--- config.mk ---
export PLATFORM = sky130hd
export DESIGN_NAME = sram_ret_seq
export DESIGN_NICKNAME = d
export VERILOG_FILES = /design/src/rtl/sret_pkg.sv /design/src/rtl/sret_log_timer.sv /design/src/rtl/sret_bank_stagger.sv /design/src/rtl/sram_ret_seq.sv
export SDC_FILE = /design/constraint.sdc
export NUM_CORES = 1
export LEC_CHECK = 0
export ABC_CLOCK_PERIOD_IN_PS = 5100
export BUFFER_PORTS_ARGS = -buffer_cell sky130_fd_sc_hd__buf_2
export CORE_MARGIN = 2
export CORE_UTILIZATION = 60
export DETAILED_ROUTE_END_ITERATION = 8
export PLACE_DENSITY = 0.81
export SYNTH_ARGS = -nofsm -noshare
export SYNTH_HDL_FRONTEND = slang
export SYNTH_HIERARCHICAL = 1
export SYNTH_SLANG_ARGS = --single-unit
export TNS_END_PERCENT = 30
--- constraint.sdc ---
create_clock -name clk -period 5.1 [get_ports clk]
set_input_delay 0.255 -clock clk [delete_from_list [all_inputs] [get_ports clk]]
set_output_delay 0.255 -clock clk [all_outputs]
set_load 0.05 [all_outputs]
--- src/rtl/sret_pkg.sv ---
package sret_pkg;
   typedef enum logic [2:0] {
      ST_ACTIVE = 3'd0,
      ST_IDLE   = 3'd1,
      ST_ENTER  = 3'd2,
      ST_RET    = 3'd3,
      ST_EXIT   = 3'd4,
      ST_WAKE   = 3'd5
   } sret_state_e;
endpackage

--- src/rtl/sret_log_timer.sv ---
// Counts up to a power-of-two limit, 2^(BASE_LOG+code), and reports the final count.
// When USE_TICK is set, it advances only on the enable pulse. Otherwise it advances every cycle.
module sret_log_timer #(
   parameter int CODE_W   = 3,
   parameter int BASE_LOG = 2,
   parameter bit USE_TICK = 1'b1
) (
   input  logic              clk,
   input  logic              rst_n,
   input  logic              run,
   input  logic              tick,
   input  logic [CODE_W-1:0] code,
   output logic              done
);
   localparam int MAX_LOG = BASE_LOG + (1 << CODE_W) - 1;
   localparam int CNT_W   = MAX_LOG + 1;

   if (CODE_W < 1 || CODE_W > 4) begin : g_bad_code_w
      $error("sret_log_timer: CODE_W must be 1..4");
   end
   if (BASE_LOG < 0) begin : g_bad_base
      $error("sret_log_timer: BASE_LOG must be non-negative");
   end

   logic [CNT_W-1:0] cnt;
   logic [CNT_W-1:0] lim_m1;
   logic             adv;

   assign lim_m1 = (CNT_W'(1) << (BASE_LOG + int'(code))) - CNT_W'(1);

   if (USE_TICK) begin : g_ticked
      assign adv = tick;
   end else begin : g_every
      assign adv = 1'b1;
   end

   assign done = run && adv && (cnt == lim_m1);

   always_ff @(posedge clk or negedge rst_n) begin
      if (!rst_n)              cnt <= '0;
      else if (!run || done)   cnt <= '0;
      else if (adv)            cnt <= cnt + CNT_W'(1);
   end

   assert_timer_bound_R2: assert property (@(posedge clk) disable iff (!rst_n)
      run && $stable(code) |-> cnt <= lim_m1);
endmodule

--- src/rtl/sret_bank_stagger.sv ---
// Steps a bank pointer through the banks, setting or clearing one retention mask bit at each step.
module sret_bank_stagger #(
   parameter int NUM_BANKS = 4,
   parameter int STAG_W    = 2
) (
   input  logic                 clk,
   input  logic                 rst_n,
   input  logic                 restart,
   input  logic                 enter_run,
   input  logic                 exit_run,
   input  logic [STAG_W-1:0]    stag_code,
   output logic [NUM_BANKS-1:0] mask,
   output logic                 enter_done,
   output logic                 exit_done
);
   localparam int IDX_W = (NUM_BANKS > 1) ? $clog2(NUM_BANKS) : 1;
   localparam logic [IDX_W-1:0] LAST = IDX_W'(NUM_BANKS - 1);

   if (NUM_BANKS < 1 || NUM_BANKS > 64) begin : g_bad_nb
      $error("sret_bank_stagger: NUM_BANKS must be 1..64");
   end

   logic [IDX_W-1:0]     idx;
   logic [STAG_W-1:0]    gap;
   logic [NUM_BANKS-1:0] sel;
   logic                 bulk;
   logic                 step;

   assign sel  = NUM_BANKS'(1) << idx;
   assign bulk = (stag_code == '0);
   assign step = (gap == '0);

   assign enter_done = enter_run && (bulk || (step && idx == LAST));
   assign exit_done  = exit_run  && (bulk || (step && ((mask & ~sel) == '0)));

   always_ff @(posedge clk or negedge rst_n) begin
      if (!rst_n) begin
         idx <= '0;
         gap <= '0;
      end else if (restart) begin
         idx <= '0;
         gap <= '0;
      end else if ((enter_run || exit_run) && !bulk) begin
         if (step) begin
            idx <= idx + IDX_W'(1);
            gap <= stag_code - STAG_W'(1);
         end else begin
            gap <= gap - STAG_W'(1);
         end
      end
   end

   for (genvar b = 0; b < NUM_BANKS; b++) begin : g_bank
      always_ff @(posedge clk or negedge rst_n) begin
         if (!rst_n) begin
            mask[b] <= 1'b0;
         end else if (!restart && enter_run && (bulk || (step && idx == IDX_W'(b)))) begin
            mask[b] <= 1'b1;
         end else if (!restart && exit_run && (bulk || (step && idx == IDX_W'(b)))) begin
            mask[b] <= 1'b0;
         end
      end
   end

   assert_single_step_R4: assert property (@(posedge clk) disable iff (!rst_n)
      $past(stag_code) != '0 && $stable(stag_code) |-> $countones(mask ^ $past(mask)) <= 1);
   assert_no_mixed_run_R5: assert property (@(posedge clk) disable iff (!rst_n)
      !(enter_run && exit_run));
endmodule

--- src/rtl/sram_ret_seq.sv ---
module sram_ret_seq #(
   parameter int NUM_BANKS = 4,
   parameter int IDLE_W    = 3,
   parameter int STAG_W    = 2,
   parameter int WAKE_W    = 3,
   parameter int IDLE_BASE = 2
) (
   input  logic                 clk,
   input  logic                 rst_n,
   input  logic                 osc_tick,
   input  logic                 acc_req,
   input  logic [IDLE_W-1:0]    idle_code,
   input  logic [STAG_W-1:0]    stag_code,
   input  logic [WAKE_W-1:0]    wake_code,
   input  logic                 sleep_dis,
   input  logic                 blf_dis,
   output logic [NUM_BANKS-1:0] bank_sleep,
   output logic [NUM_BANKS-1:0] bank_blf,
   output logic                 acc_ready,
   output logic                 ret_flag
);
   import sret_pkg::*;

   if (STAG_W < 1 || STAG_W > 4) begin : g_bad_stag
      $error("sram_ret_seq: STAG_W must be 1..4");
   end

   sret_state_e          state, nxt;
   logic                 idle_done, wake_done;
   logic                 enter_done, exit_done;
   logic                 restart;
   logic [NUM_BANKS-1:0] mask;

   sret_log_timer #(.CODE_W(IDLE_W), .BASE_LOG(IDLE_BASE), .USE_TICK(1'b1)) u_idle (
      .clk(clk), .rst_n(rst_n), .run(state == ST_IDLE && !acc_req),
      .tick(osc_tick), .code(idle_code), .done(idle_done));

   sret_log_timer #(.CODE_W(WAKE_W), .BASE_LOG(0), .USE_TICK(1'b0)) u_wake (
      .clk(clk), .rst_n(rst_n), .run(state == ST_WAKE),
      .tick(1'b0), .code(wake_code), .done(wake_done));

   sret_bank_stagger #(.NUM_BANKS(NUM_BANKS), .STAG_W(STAG_W)) u_stag (
      .clk(clk), .rst_n(rst_n), .restart(restart),
      .enter_run(state == ST_ENTER && !acc_req),
      .exit_run(state == ST_EXIT), .stag_code(stag_code),
      .mask(mask), .enter_done(enter_done), .exit_done(exit_done));

   always_comb begin
      nxt = state;
      unique case (state)
         ST_ACTIVE: if (!acc_req) nxt = ST_IDLE;
         ST_IDLE:   if (acc_req) nxt = ST_ACTIVE;
                    else if (idle_done) nxt = ST_ENTER;
         ST_ENTER:  if (acc_req) nxt = ST_EXIT;
                    else if (enter_done) nxt = ST_RET;
         ST_RET:    if (acc_req) nxt = ST_EXIT;
         ST_EXIT:   if (exit_done) nxt = ST_WAKE;
         ST_WAKE:   if (wake_done) nxt = ST_ACTIVE;
         default:   nxt = ST_ACTIVE;
      endcase
   end

   assign restart = (nxt == ST_ENTER && state != ST_ENTER) ||
                    (nxt == ST_EXIT && state != ST_EXIT);

   always_ff @(posedge clk or negedge rst_n) begin
      if (!rst_n) state <= ST_ACTIVE;
      else        state <= nxt;
   end

   assign acc_ready = (state == ST_ACTIVE) || (state == ST_IDLE);
   assign ret_flag  = (state == ST_RET);

   for (genvar b = 0; b < NUM_BANKS; b++) begin : g_out
      assign bank_sleep[b] = mask[b] & ~sleep_dis;
      assign bank_blf[b]   = mask[b] & ~blf_dis;
   end

   assert_ready_banks_clear_R7: assert property (@(posedge clk) disable iff (!rst_n)
      acc_ready |-> mask == '0);
   assert_retained_all_R7: assert property (@(posedge clk) disable iff (!rst_n)
      ret_flag |-> &mask);
   assert_wake_before_ready_R6: assert property (@(posedge clk) disable iff (!rst_n)
      $rose(acc_ready) |-> $past(state) == ST_WAKE);
   assert_idle_restart_R3: assert property (@(posedge clk) disable iff (!rst_n)
      state == ST_IDLE && acc_req |=> state == ST_ACTIVE);
   assert_abort_exits_R10: assert property (@(posedge clk) disable iff (!rst_n)
      state == ST_ENTER && acc_req |=> state == ST_EXIT);
endmodule

### Word-level counts from Yosys, hierarchy flattened

Index checks and enable logic that the tools add are counted.

* register bits after elaboration: 29
* output and inout bits: 10
* word-level logic and storage cells: 125

* equal/unequal tests: 14
* bitwise operators: 12
* mux-type cells: 26
* reductions and logical operators: 53
* shift-type cells: 3
* add/sub/neg operators: 8

Operators with widths (number)
* 1-bit by 32-bit left shift with 10-bit output, first input constant: 1
* 1-bit logical AND: 25
* 3-bit 2-to-1 mux: 8
* 10-bit 2-to-1 mux: 2
* 3-bit case mux with 6 select lines: 1
* 2-bit nonzero test: 7
* 2-bit 2-to-1 mux: 6
* 10-bit by 1-bit adder with 10-bit output, second input constant: 1
* 10-bit equality test: 1
* 1-bit logical OR: 10
* 10-bit by 2-bit subtractor with 10-bit output, second input constant: 1
* 3-bit by 2-bit equality test with 1-bit output, second input constant: 3
* 3-bit equality test, second input constant: 3
* 8-bit by 1-bit adder with 8-bit output, second input constant: 1
* 1-bit bitwise AND: 8
* 8-bit equality test: 1
* 1-bit 2-to-1 mux: 8
* 8-bit 2-to-1 mux: 1
* 1-bit by 3-bit left shift with 8-bit output, first input constant: 1
* 8-bit by 2-bit subtractor with 8-bit output, second input constant: 1
* 2-bit logical NOT: 3
* 1-bit logical NOT: 5
* 2-bit by 3-bit adder with 4-bit output, first input constant: 1
* 4-bit bitwise AND: 1
* 13 further kinds: 16

### Depth between registers and ports, before layout

Gate-level depths: netlist (run 1).

* depth after elaboration: 17
* gate-level depth with buffers: 13
* depth with buffers taken out: 12

### Modules after synthesis

Netlist (run 1), hierarchy kept.

By module, submodules not included
* sret_log_timer (u_idle): area each 814.5 um2, instances 1, seq. area each 250.2 um2, cells an instance 83
* sret_log_timer (u_wake): area each 606.8 um2, instances 1, seq. area each 200.2 um2, cells an instance 64
* sret_bank_stagger: area each 548.0 um2, instances 1, seq. area each 200.2 um2, cells an instance 60
* sram_ret_seq: area each 257.7 um2, instances 1, seq. area each 75.1 um2, cells an instance 37

### Least setup slack after synthesis (run 1)

OpenSTA, ideal clock, no wires.

* path kind: register to register
* from: reg state[2]
* to: reg u_stag.mask[0]
* arrival: 3088 ps
* required time: 5017 ps
* stages on the path, launching flop included: 14
* slack: 1929 ps
* period minus slack after synthesis: 3171 ps
* cell sequence: dfrtp_1 -> clkbuf_1 -> nor4_1 -> nand3_1 -> nor3_1 -> o311ai_1 -> nor4_1 -> nand2_2 -> or3_1 -> a21oi_1 -> buf_2 -> nor3_1 -> a311o_1 -> o21ai_0

* longest elaborated chain between the ends: 14

RTL lines
* start, declared: line sram_ret_seq.sv:28 `sret_state_e state, nxt;`
* start signal, assigned: line sram_ret_seq.sv:68 `else state <= nxt;`
* 3-bit by 1-bit equality test with 1-bit output *: line sram_ret_seq.sv:35 `.clk(clk), .rst_n(rst_n), .run(state == ST_IDLE && !acc_req),`
* 1-bit logical AND *: line sram_ret_seq.sv:35
* 1-bit logical AND * (2 in series): line sret_log_timer.sv:37 `assign done = run && adv && (cnt == lim_m1);`
* named net idle_done: line sram_ret_seq.sv:29 `logic idle_done, wake_done;`
* 3-bit 2-to-1 mux *: line sram_ret_seq.sv:53 `else if (idle_done) nxt = ST_ENTER;`
* 3-bit 2-to-1 mux *: line sram_ret_seq.sv:52 `ST_IDLE: if (acc_req) nxt = ST_ACTIVE;`
* 3-bit case mux with 6 select lines *: line sram_ret_seq.sv:50 `unique case (state)`
* 3-bit by 2-bit equality test with 1-bit output / 3-bit equality test (equally long branches): line sram_ret_seq.sv:63, sram_ret_seq.sv:64
* 1-bit logical AND (on tied branches): line sram_ret_seq.sv:63, sram_ret_seq.sv:64
* 1-bit logical OR *: line sram_ret_seq.sv:63 `assign restart = (nxt == ST_ENTER && state != ST_ENTER) ||`
* named net restart: line sram_ret_seq.sv:31 `logic restart;`
* 1-bit logical NOT *: line sret_bank_stagger.sv:57, sret_bank_stagger.sv:59
* 1-bit logical AND (on tied branches) (2 in series): line sret_bank_stagger.sv:57, sret_bank_stagger.sv:59
* 1-bit 2-to-1 mux / 2-bit nonzero test (equally long branches)
* end signal, assigned by index: line sret_bank_stagger.sv:56 `mask[b] <= 1'b0;`
* end signal, assigned by index: line sret_bank_stagger.sv:58 `mask[b] <= 1'b1;`
* end signal, assigned by index: line sret_bank_stagger.sv:60 `mask[b] <= 1'b0;`
* end, declared: line sret_bank_stagger.sv:12 `output logic [NUM_BANKS-1:0] mask,`

The timed path passes the listed nets; every way through them passes the cells marked *.
A chain may end at the register's enable or synchronous reset.

### Worst setup path in the final report (run 1)

* from: reg state[0]
* to: reg u_stag.mask[0]

The elaborated chain is that of the path after synthesis.

==> impl_metrics.yaml, run 1 <==
detailed_routing:
  num_vias: 1804
  wl_met3_um: 132
  routedWlPerCell_um: 13.4
  wl_um: 4140
  detail-route-antenna-nets: 0
  drt-met1-wl_um: 2030
  route.met2.wl_um: 1940
  drc: 0
  dr.max_layer_used: "met4"
  drtIter0Drc: 134
  drtPass1Iterations: 4
  avgViaCountPerCell: 5.84
worst_setup_path:
  cp-end-kind: "register"
  crit_path_start_kind: "register"
  slowest_stage: "a21oi_1"
  path_class: "register to register"
  timing.rr.start: "state[0]"
  cp_max_fo: 10
  critPathMaxStageDelay_ns: 0.58
  worstPathCellList: "inv_1, nor4_1, nand3_1, nor3_1, o311ai_1, nor4_1, nand2_2, or3_1, a21oi_1, nor3_1, a311o_1, o21ai_0"
  startpoint: "state[0]"
  cp.required_ns: 5.29
  cp.arrival_ns: 4.17
final_layout:
  nFillCells: 324
  area_growth_pct: 8.10
  layout.nets: 287
  num_antenna_cells: 0
  finish.utilization_pct: 66.7
  postLayoutCellArea_mm2: 0.00240
  drive_gt1_share_pct: 16.9
floorplanning:
  chipWidth_um: 64.9
  die_h_um: 64.9
  std_cell_rows: 22
  initial_core_util_pct: 61.7
  core_mm2: 0.00361
  dieArea_mm2: 0.00421
  io_pins: 24
clock_tree:
  cts_resized: 0
  postCtsSetupBuffers: 0
  cts_buffers: 5
  tritoncts: "built"
  cts.sinks: 29
  ctsHoldBuffers: 0
  cts-root-buf: "clkbuf_8"
  htree_levels: 2
  clock_latency_ns: 0.27
  cts_buffer_depth: 2
  path_clk_slew_ns: 0.06
synth:
  netlist_area_mm2: 0.00222
  avgSynthCellArea_um2: 9.15
  ys_warn_count: 6
  syn_nets: 269
  synthCells: 243
timing:
  slew_headroom_pct: 53.5
  setup_viol: 0
  hold_viol: 17
  fin_tns_setup_ns: 0
  holdWs_ns: -0.00491
  drv_slew: 0
  min_period_ns: 3.98
  period_share_pct: 78.0
  worstMarginPinSlew_ns: 0.698
  fin_skew_ns: 0.00370
  max_freq_mhz: 251
  rsz0062_at_grt: "false"
placement:
  place_congestion: 0.828
  dpl_cell_area_mm2: 0.00232
  hpwl_um: 3060
  io_buffers: 23
pwr:
  vdd_drop_max_uv: 161
  leakage_nw: 1.04
  power_per_cell_area_mw_per_mm2: 206
global_route:
  grt_first_pass_wirelength_um: 7400
  grt_pass1_vias: 1659
  grt_max_degree: 30
  grt_overflow: 0
  antenna_found_initial: 0
  track_usage_pct: 22.4
flow_run:
  max_cap_violations: 0
status:
  violations: "negative hold slack"
  status: "finished, violations left"
worst_hold_path:
  worstHoldPathType: "input port to async pin"
## worst max-delay path, delay by kind of cell, from the launching register on
| kind | cells | cell delay (ns) |
|---|---|---|
| AND/OR/NAND/NOR | 7 | 2.06 |
| AO/OA/AOI/OAI | 4 | 1.25 |
| flip-flops | 1 | 0.47 |
| buffers and inverters | 1 | 0.12 |
## state kept, by name (all words and copies together), names as in the netlist
register,flops
u_stag/mask,4
u_idle/cnt,10
u_wake/cnt,8
u_stag/idx,2
u_stag/gap,2
state,3
## final timing paths
kind	cells after the start	slack, ns	to
max	12	1.12	u_stag/mask[0]
min	1	-0.005	u_idle/cnt[5]
max reg2reg	12	1.12	u_stag/mask[0]
min reg2reg	1	0.55	u_stag/mask[3]
max in group asynchronous	1	4.69	u_wake/cnt[3]
min in group clk	2	0.23	state[1]
## metrics by stage
| step | setup WS [ns] | power [mW] | cells |
|---|---|---|---|
| after floorplan | 1.93 | 0.294 | 243 |
| after global placement | 1.21 | 0.312 | 302 |
| after CTS | 1.14 | 0.499 | 309 |
| after global routing | 0.682 | 0.523 | 309 |
| after detailed placement | 1.16 | 0.314 | 302 |
| final | 1.12 | 0.494 | 309 |
## report_power, final
part	total [mW]	internal (mW)	switching [mW]
Combinational	0.0739	0.0247	0.0492
Sequential	0.236	0.233	0.00381
Clock	0.184	0.107	0.0772
Total	0.494	0.364	0.130
## cells in the final DEF (no fill, tap or decap), drive strengths merged, types with 2 or more instances in the layout
cell,instances
a211oi,2
a21o,2
a21oi,8
a22o,2
a311o,3
a311oi,8
a31oi,3
and3,2
buf,23
clkbuf,7
dfrtp,29
ha,12
inv,17
mux2,2
mux2i,2
nand2,14
nand2b,5
nand3,6
nand4,5
nor2,25
nor2b,10
nor3,9
nor3b,2
nor4,2
nor4b,2
o21ai,10
o221ai,2
o22ai,3
or3,3
xnor2,10
xor2,14
## per-layer routing
| layer | vias to the layer above | track usage [%] |
|---|---|---|
| met4 | 0 | 6.65 |
| met1 | 866 | 30.2 |
| met3 | 4 | 5.73 |
| met5 | - | 0 |
| met2 | 26 | 35.7 |
| li1 | 908 | - |
## final cells by class
class	count	area [µm²]	share of cell area (%)
clock buffers	7	86.3	3.59
inverters	17	63.8	2.65
multi-input cells	185	1350	56.3
flip-flops and latches	29	726	30.2
well taps	48	60.1	2.50
repair buffers	23	115	4.79
(Power assumes the default switching activity.)
==> run 2: changes to the inputs <==
- ABC_CLOCK_PERIOD_IN_PS: 5100 -> 3600
- CORE_UTILIZATION: 60 -> 53
- PLACE_DENSITY: 0.81 -> 0.76
- clock period: 5.1 -> 3.6 ns (I/O delays scaled with it)
==> run 2 against run 1 <==
The run now ends clean; sequential power rose by 42%; global-route usage fell by 1.4 points; critical path type unchanged; clock power rose by 63%; critical endpoint unchanged; critical path depth rose by 1; clock-buffer cell count did not move.
==> impl_metrics.yaml, run 2 (synthesis gave the netlist of run 1 again) <==
floorplanning:
  chipWidth_um: 68.8
  std_cell_rows: 23
  core_mm2: 0.00403
  initial_core_util_pct: 55.2
  die_h_um: 68.8
  io_pins: 24
  dieArea_mm2: 0.00473
final_layout:
  drive_gt1_share_pct: 19.2
  final_cell_mix: "dfrtp_1, nor2_1, buf_2, inv_1, xor2_1"
  final_common_cell: "dfrtp_1"
  num_antenna_cells: 0
  nFillCells: 376
  area_growth_pct: 10.8
  reg_top3: "u_idle/cnt (10), u_wake/cnt (8), u_stag/mask (4)"
  largest_register: "u_idle/cnt"
  largest_reg_flops: 10
  layout.nets: 291
  postLayoutCellArea_mm2: 0.00246
worst_setup_path:
  path_class: "register to register"
  cp.arrival_ns: 3.51
  worstPathCellList: "inv_1, nor4_1, buf_4, nand3_1, nor3_1, o311ai_1, nor4_2, nand2_2, or3_1, a21oi_2, nor3_1, a311o_1, o21ai_0"
  slowest_stage: "dfrtp_1"
  path_buf_inv: 2
  cp_max_fo: 8
  cp_common_cell: "nor3_1"
  cp-end-kind: "register"
  critPathMaxStageDelay_ns: 0.48
  path_delay_family: "simple AND/OR/NAND/NOR gates"
  crit_path_start_kind: "register"
  cp.required_ns: 3.79
  rrSetupSlack_ns: 0.29
timing:
  fin_tns_setup_ns: 0
  max_freq_mhz: 302
  hold_viol: 0
  slew_headroom_pct: 55.2
  rsz0062_at_grt: "false"
  worstMarginPinSlew_ns: 0.672
  setup_viol: 0
  min_period_ns: 3.31
  period_share_pct: 92.0
  fin_skew_ns: 0.00329
  drv_slew: 0
  holdWs_ns: 0.145
detailed_routing:
  avgViaCountPerCell: 5.74
  wl_um: 4510
  drtIter0Drc: 117
  drc: 0
  num_vias: 1815
  drtPass1Iterations: 4
  detail-route-antenna-nets: 0
  routedWlPerCell_um: 14.3
placement:
  dpl_cell_area_mm2: 0.00234
  hpwl_um: 3180
  io_buffers: 23
  place_congestion: 0.856
pwr:
  leakage_nw: 1.07
  power_per_cell_area_mw_per_mm2: 301
  power_mw: 0.741
  vdd_drop_max_uv: 218
global_route:
  grt_pass1_vias: 1652
  grt_first_pass_wirelength_um: 7400
  track_usage_pct: 21.1
  grt_overflow: 0
  grt_max_degree: 30
  antenna_found_initial: 0
clock_tree:
  cts_buffer_depth: 2
  path_clk_slew_ns: 0.06
  cts_buffers: 5
  tritoncts: "built"
  htree_levels: 2
  postCtsSetupBuffers: 0
  cts.sinks: 29
  clock_latency_ns: 0.28
  cts-root-buf: "clkbuf_8"
worst_hold_path:
  worstHoldPathType: "input port to register"
flow_run:
  max_cap_violations: 0
status:
  status: "completed"
run 2: path summary, 6_finish.rpt:
path / from / to / depth (start not counted)
setup / recovery: state[0] / u_stag/mask[0] / 13
hold / removal: acc_req / state[1] / 2
setup reg to reg: state[0] / u_stag/mask[0] / 13
hold reg to reg: u_stag/mask[3] / u_stag/mask[3] / 1
max in group asynchronous: rst_n / u_wake/cnt[7] / 2
min in group asynchronous: rst_n / u_idle/cnt[0] / 2
run 2: repair_timing:
action                                 in CTS  in global routing
pin swaps                                   0                  1
gates resized for setup                     1                  1
setup endpoints to repair                   3                  5
hold buffers                                1                  0
endpoints found under the hold margin      29                  0
run 2: worst register-to-register path: stages (launching register included):
cell      delay [ns]
dfrtp_1         0.48
inv_1           0.12
nor4_1          0.24
buf_4           0.17
nand3_1         0.08
nor3_1          0.18
o311ai_1        0.23
nor4_2          0.37
nand2_2         0.09
or3_1           0.34
a21oi_2         0.28
nor3_1          0.17
a311o_1         0.36
o21ai_0         0.09
run 2: routing by layer:
layer / wire length (µm) / vias up / track usage (%)
met1: 2120 / 867 / 27.8
li1: - / 920 / -
met5: 0 / - / 0
met3: 155 / 6 / 5.36
met2: 2170 / 22 / 33.5
met4: 61 / 0 / 7.35
run 2: area by class of cell:
cell class | count | area [µm²] | share of cell area, %
clock inverters | 1 | 5.00 | 0.203
clock buffers | 7 | 96.3 | 3.91
flip-flops and latches | 29 | 726 | 29.5
multi-input cells | 185 | 1360 | 55.3
inverters | 17 | 63.8 | 2.59
repair buffers | 27 | 148 | 5.99
well taps | 50 | 62.6 | 2.54
run 2: where the power goes:
group          internal, mW  switching [mW]  total, mW
Sequential            0.329         0.00549      0.335
Combinational        0.0364          0.0708      0.107
Clock                 0.172           0.127      0.299
run 2: stage by stage:
stage                     util (%)  instances  worst slack, ns
after floorplan                  -        243            0.429
after global placement        58.1        307           0.0814
after detailed placement      58.1        307         -0.00434
after CTS                     61.1        316           0.0594
after global routing          61.1        316            0.105
final                         61.1        316            0.288
